`src/rtl/dma_burst_pkg.sv`:
```
// Shared definitions for the burst DMA channel engine.
// Assumes 32-bit data words and byte addresses.
package dma_burst_pkg;
    localparam int WORD_W = 32;

    // Externally visible channel status codes
    typedef enum logic [2:0] {
        ST_IDLE   = 3'd0,
        ST_BUSY   = 3'd1,
        ST_DONE   = 3'd2,
        ST_RD_ERR = 3'd3,
        ST_WR_ERR = 3'd4
    } chan_status_t;

    // Internal sequencing states
    typedef enum logic [1:0] {
        E_IDLE  = 2'd0,
        E_PLAN  = 2'd1,
        E_READ  = 2'd2,
        E_WRITE = 2'd3
    } eng_state_t;
endpackage

```
`src/rtl/dma_burst_sizer.sv`:
```
// Computes the word count of the next burst as the minimum of the maximum
// burst, the remaining length, and the distances to the next burst-aligned
// boundary of the source and destination addresses.
// Assumes BURST_WORDS is a power of two >= 2 and rem is a multiple of 4.
module dma_burst_sizer #(
    parameter int BURST_WORDS = 4,
    parameter int LEN_W       = 16,
    localparam int WOFF_W     = $clog2(BURST_WORDS),
    localparam int CNT_W      = $clog2(BURST_WORDS + 1)
) (
    input  logic [WOFF_W-1:0] src_woff,
    input  logic [WOFF_W-1:0] dst_woff,
    input  logic [LEN_W-1:0]  rem,
    output logic [CNT_W-1:0]  words
);
    logic [LEN_W-1:0] rem_words;
    logic [CNT_W-1:0] rem_cap, to_src, to_dst, edge_min;

    // Distance limits in words, then the overall minimum
    always_comb begin
        rem_words = rem >> 2;
        rem_cap   = (rem_words >= LEN_W'(BURST_WORDS)) ? CNT_W'(BURST_WORDS)
                                                      : rem_words[CNT_W-1:0];
        to_src    = CNT_W'(BURST_WORDS) - CNT_W'(src_woff);
        to_dst    = CNT_W'(BURST_WORDS) - CNT_W'(dst_woff);
        edge_min  = (to_src < to_dst) ? to_src : to_dst;
        words     = (edge_min < rem_cap) ? edge_min : rem_cap;
    end
endmodule

```
`src/rtl/dma_burst_buffer.sv`:
```
// Word store holding one burst between its read phase and its write phase.
// Assumes one write per cycle and a combinational read port.
module dma_burst_buffer #(
    parameter int DEPTH  = 4,
    parameter int DATA_W = 32,
    localparam int IDX_W = $clog2(DEPTH)
) (
    input  logic              clk,
    input  logic              wr_en,
    input  logic [IDX_W-1:0]  wr_idx,
    input  logic [DATA_W-1:0] wr_data,
    input  logic [IDX_W-1:0]  rd_idx,
    output logic [DATA_W-1:0] rd_data
);
    logic [DATA_W-1:0] slot [DEPTH];

    for (genvar i = 0; i < DEPTH; i++) begin : g_slot
        // Capture a returned read word into its slot
        always_ff @(posedge clk) begin
            if (wr_en && (wr_idx == IDX_W'(i))) begin
                slot[i] <= wr_data;
            end
        end
    end

    // Present the slot selected by the write-phase index
    always_comb rd_data = slot[rd_idx];
endmodule

```
`src/rtl/dma_req_tracker.sv`:
```
// Counts requests issued and responses received within the current phase.
// Assumes responses return in request order, one per accepted request.
module dma_req_tracker #(
    parameter int CNT_W = 3
) (
    input  logic             clk,
    input  logic             rst_n,
    input  logic             clr,
    input  logic             issue,
    input  logic             retire,
    output logic [CNT_W-1:0] issued,
    output logic [CNT_W-1:0] retired
);
    // Phase counters, cleared at each phase start
    always_ff @(posedge clk) begin
        if (!rst_n || clr) begin
            issued  <= '0;
            retired <= '0;
        end else begin
            if (issue)  issued  <= issued + 1'b1;
            if (retire) retired <= retired + 1'b1;
        end
    end
endmodule

```
`src/rtl/dma_burst_engine.sv`:
```
// One DMA channel: copies a word-aligned buffer in bursts. All reads of a
// burst complete before its writes start. Aborts are deferred until every
// accepted request has responded. Assumes in-order responses, a 32-bit data
// path, aligned configuration, and BURST_BYTES a power of two >= 8.
module dma_burst_engine
    import dma_burst_pkg::*;
#(
    parameter int ADDR_W      = 32,
    parameter int LEN_W       = 16,
    parameter int BURST_BYTES = 16
) (
    input  logic              clk,
    input  logic              rst_n,
    input  logic              start,
    input  logic              abort,
    input  logic [ADDR_W-1:0] cfg_src,
    input  logic [ADDR_W-1:0] cfg_dst,
    input  logic [LEN_W-1:0]  cfg_len,
    output logic [2:0]        status,
    output logic              done_evt,
    output logic              req_valid,
    input  logic              req_ready,
    output logic              req_write,
    output logic [ADDR_W-1:0] req_addr,
    output logic [WORD_W-1:0] req_wdata,
    input  logic              rsp_valid,
    input  logic              rsp_err,
    input  logic [WORD_W-1:0] rsp_rdata
);
    localparam int BURST_WORDS = BURST_BYTES / 4;
    localparam int CNT_W       = $clog2(BURST_WORDS + 1);
    localparam int IDX_W       = $clog2(BURST_WORDS);
    localparam int OFF_W       = $clog2(BURST_BYTES);

    eng_state_t        state_q;
    chan_status_t      status_q;
    logic              done_q, abort_q, err_q;
    logic [ADDR_W-1:0] src_q, dst_q;
    logic [LEN_W-1:0]  rem_q;
    logic [CNT_W-1:0]  bw_q, plan_words, issued, retired;
    logic [LEN_W-1:0]  bytes_q;
    logic              active, halt, accept, rd_last, wr_last, drained, clr;

    dma_burst_sizer #(.BURST_WORDS(BURST_WORDS), .LEN_W(LEN_W)) u_sizer (
        .src_woff (src_q[OFF_W-1:2]),
        .dst_woff (dst_q[OFF_W-1:2]),
        .rem      (rem_q),
        .words    (plan_words)
    );

    dma_req_tracker #(.CNT_W(CNT_W)) u_track (
        .clk     (clk),
        .rst_n   (rst_n),
        .clr     (clr),
        .issue   (accept),
        .retire  (rsp_valid),
        .issued  (issued),
        .retired (retired)
    );

    dma_burst_buffer #(.DEPTH(BURST_WORDS), .DATA_W(WORD_W)) u_buf (
        .clk     (clk),
        .wr_en   (state_q == E_READ && rsp_valid),
        .wr_idx  (retired[IDX_W-1:0]),
        .wr_data (rsp_rdata),
        .rd_idx  (issued[IDX_W-1:0]),
        .rd_data (req_wdata)
    );

    // Request generation and phase-end conditions
    always_comb begin
        active    = (state_q == E_READ) || (state_q == E_WRITE);
        halt      = abort_q || err_q;
        req_valid = active && !halt && (issued < bw_q);
        req_write = (state_q == E_WRITE);
        req_addr  = (req_write ? dst_q : src_q) + ADDR_W'({issued, 2'b00});
        accept    = req_valid && req_ready;
        bytes_q   = LEN_W'({bw_q, 2'b00});
        rd_last   = (state_q == E_READ) && rsp_valid && !rsp_err && !halt
                    && (retired == bw_q - 1'b1);
        wr_last   = (state_q == E_WRITE) && rsp_valid && !rsp_err && !halt
                    && (retired == bw_q - 1'b1);
        drained   = active && halt && (issued == retired);
        clr       = (state_q == E_PLAN) || rd_last;
    end

    // Channel sequencing, status and completion event
    always_ff @(posedge clk) begin
        if (!rst_n) begin
            state_q  <= E_IDLE;
            status_q <= ST_IDLE;
            done_q   <= 1'b0;
            abort_q  <= 1'b0;
            err_q    <= 1'b0;
            src_q    <= '0;
            dst_q    <= '0;
            rem_q    <= '0;
            bw_q     <= '0;
        end else begin
            done_q <= 1'b0;
            case (state_q)
                E_IDLE: begin
                    if (abort) begin
                        status_q <= ST_IDLE;
                    end else if (start) begin
                        if (cfg_len < LEN_W'(4)) begin
                            status_q <= ST_DONE;
                            done_q   <= 1'b1;
                        end else begin
                            src_q    <= cfg_src;
                            dst_q    <= cfg_dst;
                            rem_q    <= cfg_len & ~LEN_W'(3);
                            abort_q  <= 1'b0;
                            err_q    <= 1'b0;
                            status_q <= ST_BUSY;
                            state_q  <= E_PLAN;
                        end
                    end
                end
                E_PLAN: begin
                    bw_q    <= plan_words;
                    state_q <= E_READ;
                    if (abort) abort_q <= 1'b1;
                end
                default: begin
                    if (abort) abort_q <= 1'b1;
                    if (rsp_valid && rsp_err) err_q <= 1'b1;
                    if (drained) begin
                        state_q  <= E_IDLE;
                        abort_q  <= 1'b0;
                        err_q    <= 1'b0;
                        if (abort_q)                 status_q <= ST_IDLE;
                        else if (state_q == E_READ)  status_q <= ST_RD_ERR;
                        else                         status_q <= ST_WR_ERR;
                    end else if (rd_last) begin
                        state_q <= E_WRITE;
                    end else if (wr_last) begin
                        src_q <= src_q + ADDR_W'(bytes_q);
                        dst_q <= dst_q + ADDR_W'(bytes_q);
                        rem_q <= rem_q - bytes_q;
                        if (rem_q == bytes_q) begin
                            state_q  <= E_IDLE;
                            abort_q  <= 1'b0;
                            status_q <= abort ? ST_IDLE : ST_DONE;
                            done_q   <= !abort;
                        end else begin
                            state_q <= E_PLAN;
                        end
                    end
                end
            endcase
        end
    end

    assign status   = status_q;
    assign done_evt = done_q;
endmodule

```
`config.mk`:
```
export PLATFORM = sky130hd
export DESIGN_NAME = dma_burst_engine
export DESIGN_NICKNAME = d
export VERILOG_FILES = /design/src/rtl/dma_burst_pkg.sv /design/src/rtl/dma_burst_sizer.sv /design/src/rtl/dma_burst_buffer.sv /design/src/rtl/dma_req_tracker.sv /design/src/rtl/dma_burst_engine.sv
export SDC_FILE = /design/constraint.sdc
export NUM_CORES = 1
export LEC_CHECK = 0
export ABC_CLOCK_PERIOD_IN_PS = 4100
export BUFFER_PORTS_ARGS = -buffer_cell sky130_fd_sc_hd__buf_2
export CORE_ASPECT_RATIO = 1.5
export CORE_MARGIN = 1.5
export CORE_UTILIZATION = 45
export DETAILED_ROUTE_END_ITERATION = 10
export HOLD_SLACK_MARGIN = 0.05
export PLACE_DENSITY = 0.66
export SLEW_MARGIN = 20
export SYNTH_ARGS = -nofsm -noshare
export SYNTH_HDL_FRONTEND = slang
export SYNTH_SLANG_ARGS = --single-unit
```
`constraint.sdc`:
```
create_clock -name clk -period 4.1 [get_ports clk]
set_clock_uncertainty 0.15 [all_clocks]
set_input_delay 0.205 -clock clk [delete_from_list [all_inputs] [get_ports clk]]
set_output_delay 0.205 -clock clk [all_outputs]
set_load 0.05 [all_outputs]
```
==> key figures <==
Pwr
  – Leak: 0.00572 uW
  – Cell-internal power: 4140 uW
  – Pwr Density: between 300 and 400 mW/mm^2
  – Switching Fraction: 0.290
  – Clock network power share: 0.371
  – Register share of total power: 0.446
  – Worst VDD drop: 361 uV
  – Tot Pwr: 5830 uW
  – Combinational power share: 0.183
  – NetSw: roughly 1700 uW

Route
  – Antenna viol nets, final: 0
  – DR vias: 10,531
  – Via/cell ratio: around 5.8
  – DRT Pass-1 Iters: 5
  – DRC Markers: 0
  – Wire length per cell: 19.5 um
  – Initial DRC Count: 600
  – Routed WL: 35.2 mm

Job
  – # Max-Cap Violations: 0

Worst setup path
  – CP required: 3.74 ns
  – Slowest cell on crit path: dfxtp_1
  – Crit-path max cell delay: 0.32 ns
  – WP data arrival: 3.43 ns
  – Buf/Inv on CP: 3
  – Crit path max-delay family: buffers and inverters
  – Critical setup path kind: reg2out
  – CP Cell Sequence: nand2_2 -> clkinv_2 -> nand2_1 -> o21ai_0 -> ha_1 -> a21o_1 -> a21oi_1 -> a221oi_1 -> buf_4 -> nand3_1 -> nor3_1 -> xnor2_1 -> buf_2
  – Startpoint Class: flip-flop
  – Critical Path Sink Type: primary output
  – Critical path peak fanout: 14

STA
  – Fin Setup TNS: 0 ns
  – Slew @ Worst Pin: 1.11 ns
  – Final Hold Fails: 0
  – Crit share post-route: 0.923
  – RSZ-0062 raised after global routing: no
  – Final setup vio count: 0
  – Max Clk Rate: 264 MHz
  – Worst slew margin: 0.257
  – Max Slew Vio Count: 0
  – Minimum clock period: 3.78 ns

Place
  – Quantity of I/O buffers inserted on ports: between 150 and 200
  – Routability congestion estimate: 0.857
  – Final HPWL DP: between 20 and 25 mm

Clock tree
  – Clock Path Buffers: 3
  – Skew-Pair Late Insertion Delay: 0.51 ns
  – Worst-path clk slew: 0.07 ns
  – CTS buffer count: 23
  – Clock sinks: 225
  – Post-CTS Repair Setup Buffers: 0
  – H-tree depth: 1
  – Root buf cell: clkbuf_16
  – TritonCTS clock tree: built

Cells and area
  – Area occupied by registers: 0.00579 mm^2
  – Final nets: between 1,500 and 2,000
  – Share of cells above drive strength 1: 0.231
  – Area occupied by multi-input gates: 0.00603 mm^2
  – Commonest non-fill, non-tap cell in the layout: buf_2
  – Fillers: roughly 2,300
  – Area Overhead vs Synth: 26.1%
  – Highest-count cells in the layout ignoring fill and taps: 186 x buf_2, 132 x nand2_1, 128 x edfxtp_1

Run status
  – Status: completed

Global routing
  – All-Layer GR Usage: 0.250
  – First-pass GRT wire length: 55.5 mm
  – Number of global-route vias before repair: 10,663
  – Initial antenna violation count: 2
  – Global route overflow: 0
  – Largest net degree at the start of global routing: 63

Die
  – Site row count: 73
  – Die H: 205 um
  – Die Width: 138 um
  – Die area: 0.0282 mm^2
  – Core Area: 0.0266 mm^2
  – Initial Utilization: 0.460
  – Number of I/O pins: between 150 and 200

Hold path
  – Worst Hold Class: in2reg

Synthesis
  – Asr flop ratio synth: 0
  – Number of flops mapped to enable cells by yosys: 128
  – Synth unique cells: 86
  – Synth top area cells: edfxtp_1 31%, dfxtp_1 16%, mux4_2 5.9%
  – Syn Area/Cell: between 10 and 15 um^2
  – Area leader, netlist: edfxtp_1
  – Synth warn: 0
  – Post-Syn Instances: between 1,000 and 1,500
  – Syn Std Cell Area: between 0.01 and 0.015 mm^2
  – Seq/Total Area, Yosys: 0.473
  – Yosys reg bits: between 200 and 250
  – Main synth FF type: edfxtp_1
  – Syn_nets: roughly 1,300
  – Share of the synthesized area in the top cell type: 0.314
final timing paths:
check,cells past startpoint,startpoint,endpoint,slack (ns)
setup / recovery,13,state_q[0],req_addr[27],0.32
hold / removal,4,cfg_src[27],src_q[27],0.08
setup reg to reg,9,bw_q[1],src_q[16],1.00
hold reg to reg,2,src_q[1],src_q[1],0.31
power by group through the flow:
| stage | clock network, uW | registers [uW] | logic, uW |
|---|---|---|---|
| after floorplan | 0 | 2600 | 740 |
| after global placement | 0 | 2650 | 953 |
| after detailed placement | 0 | 2650 | 973 |
| after CTS | 2200 | 2600 | 1060 |
| after global routing | 2290 | 2620 | 1170 |
| final | 2160 | 2600 | 1070 |
per-stage QoR:
| step | hold WS, ns | setup WS (ns) | instances | instance area [um^2] | util |
|---|---|---|---|---|---|
| 2_1_floorplan | 0.154 | 0.0165 | 1187 | 12300 | - |
| 3_3_place_gp | 0.267 | 0.854 | 1649 | 13500 | 0.507 |
| 3_5_place_dp | 0.275 | 0.838 | 1649 | 13500 | 0.507 |
| 4_1_cts | 0.0573 | 0.282 | 1805 | 15400 | 0.579 |
| 5_1_grt | 0.0793 | 0.0668 | 1807 | 15400 | 0.580 |
| 6_report | 0.0770 | 0.317 | 1807 | 15400 | 0.580 |
cell usage after synthesis, drive strengths merged (8+ instances only):
cell and number:
o211ai 12, o21ai 63, mux4 32, o32ai 8, nor4 16, nor2 76, edfxtp 128, a31oi 19
inv 26, o221a 8, nor3 27, ha 28, clkbuf 48, and2 10, dfxtp 97, a21oi 92
xor2 35, nand3 48, nand2 134, nand4 31, buf 40, o31ai 19, mux2i 29, a211oi 13
and4 9, and3 15, xnor2 12
logic make-up (layout without fill, tap and decap cells):
logic type	Yosys count	count (layout)	synth area share
DFF	225	225	0.473
adders and majority gates	32	32	0.0352
buffers and inverters	115	396	0.0409
and+or+nand+nor	403	403	0.168
muxes	63	63	0.0846
xor gates and xnor gates	48	48	0.0355
other	0	2	0
AOI/OAI and AO/OA	301	301	0.162
repair_timing:
| item | CTS | global route |
|---|---|---|
| resized for setup | 0 | 2 |
| endpoints found under the hold margin | 218 | 0 |
| hold buffers | 115 | 0 |
| endpoints found under the setup margin | 0 | 1 |
worst min-delay path, stage by stage:
cell and delay (ns):
buf_2 0.09, nor2_1 0.05, a31oi_1 0.17, o221a_2 0.20
sequential cells by signal, indices dropped and copies added (netlist names), named ones only:
name and count:
src_q 32, err_q 1, u_track.issued 3, dst_q 32, u_buf.slot 128, abort_q 1
u_track.retired 3, status 3, rem_q 14, state_q 2, bw_q 3, done_evt 1
layer usage:
layer  vias to the layer above  routed length (um)  GRT usage
met3                        72                1760     0.0299
met4                         0                1390     0.0985
met1                      5105               13700      0.289
li1                       5010                   -          -
met5                         -                   0          0
met2                       344               18300      0.461
cell type report:
type	count	area share
well taps	337	0.0274
flip-flops and latches	225	0.375
clock inverters	15	0.0113
repair buffers	328	0.149
clock buffers	26	0.0387
inverters	27	0.00666
diodes	2	0.000325
multi-input cells	847	0.391
No activity file was read; power rests on OpenSTA's default activity.
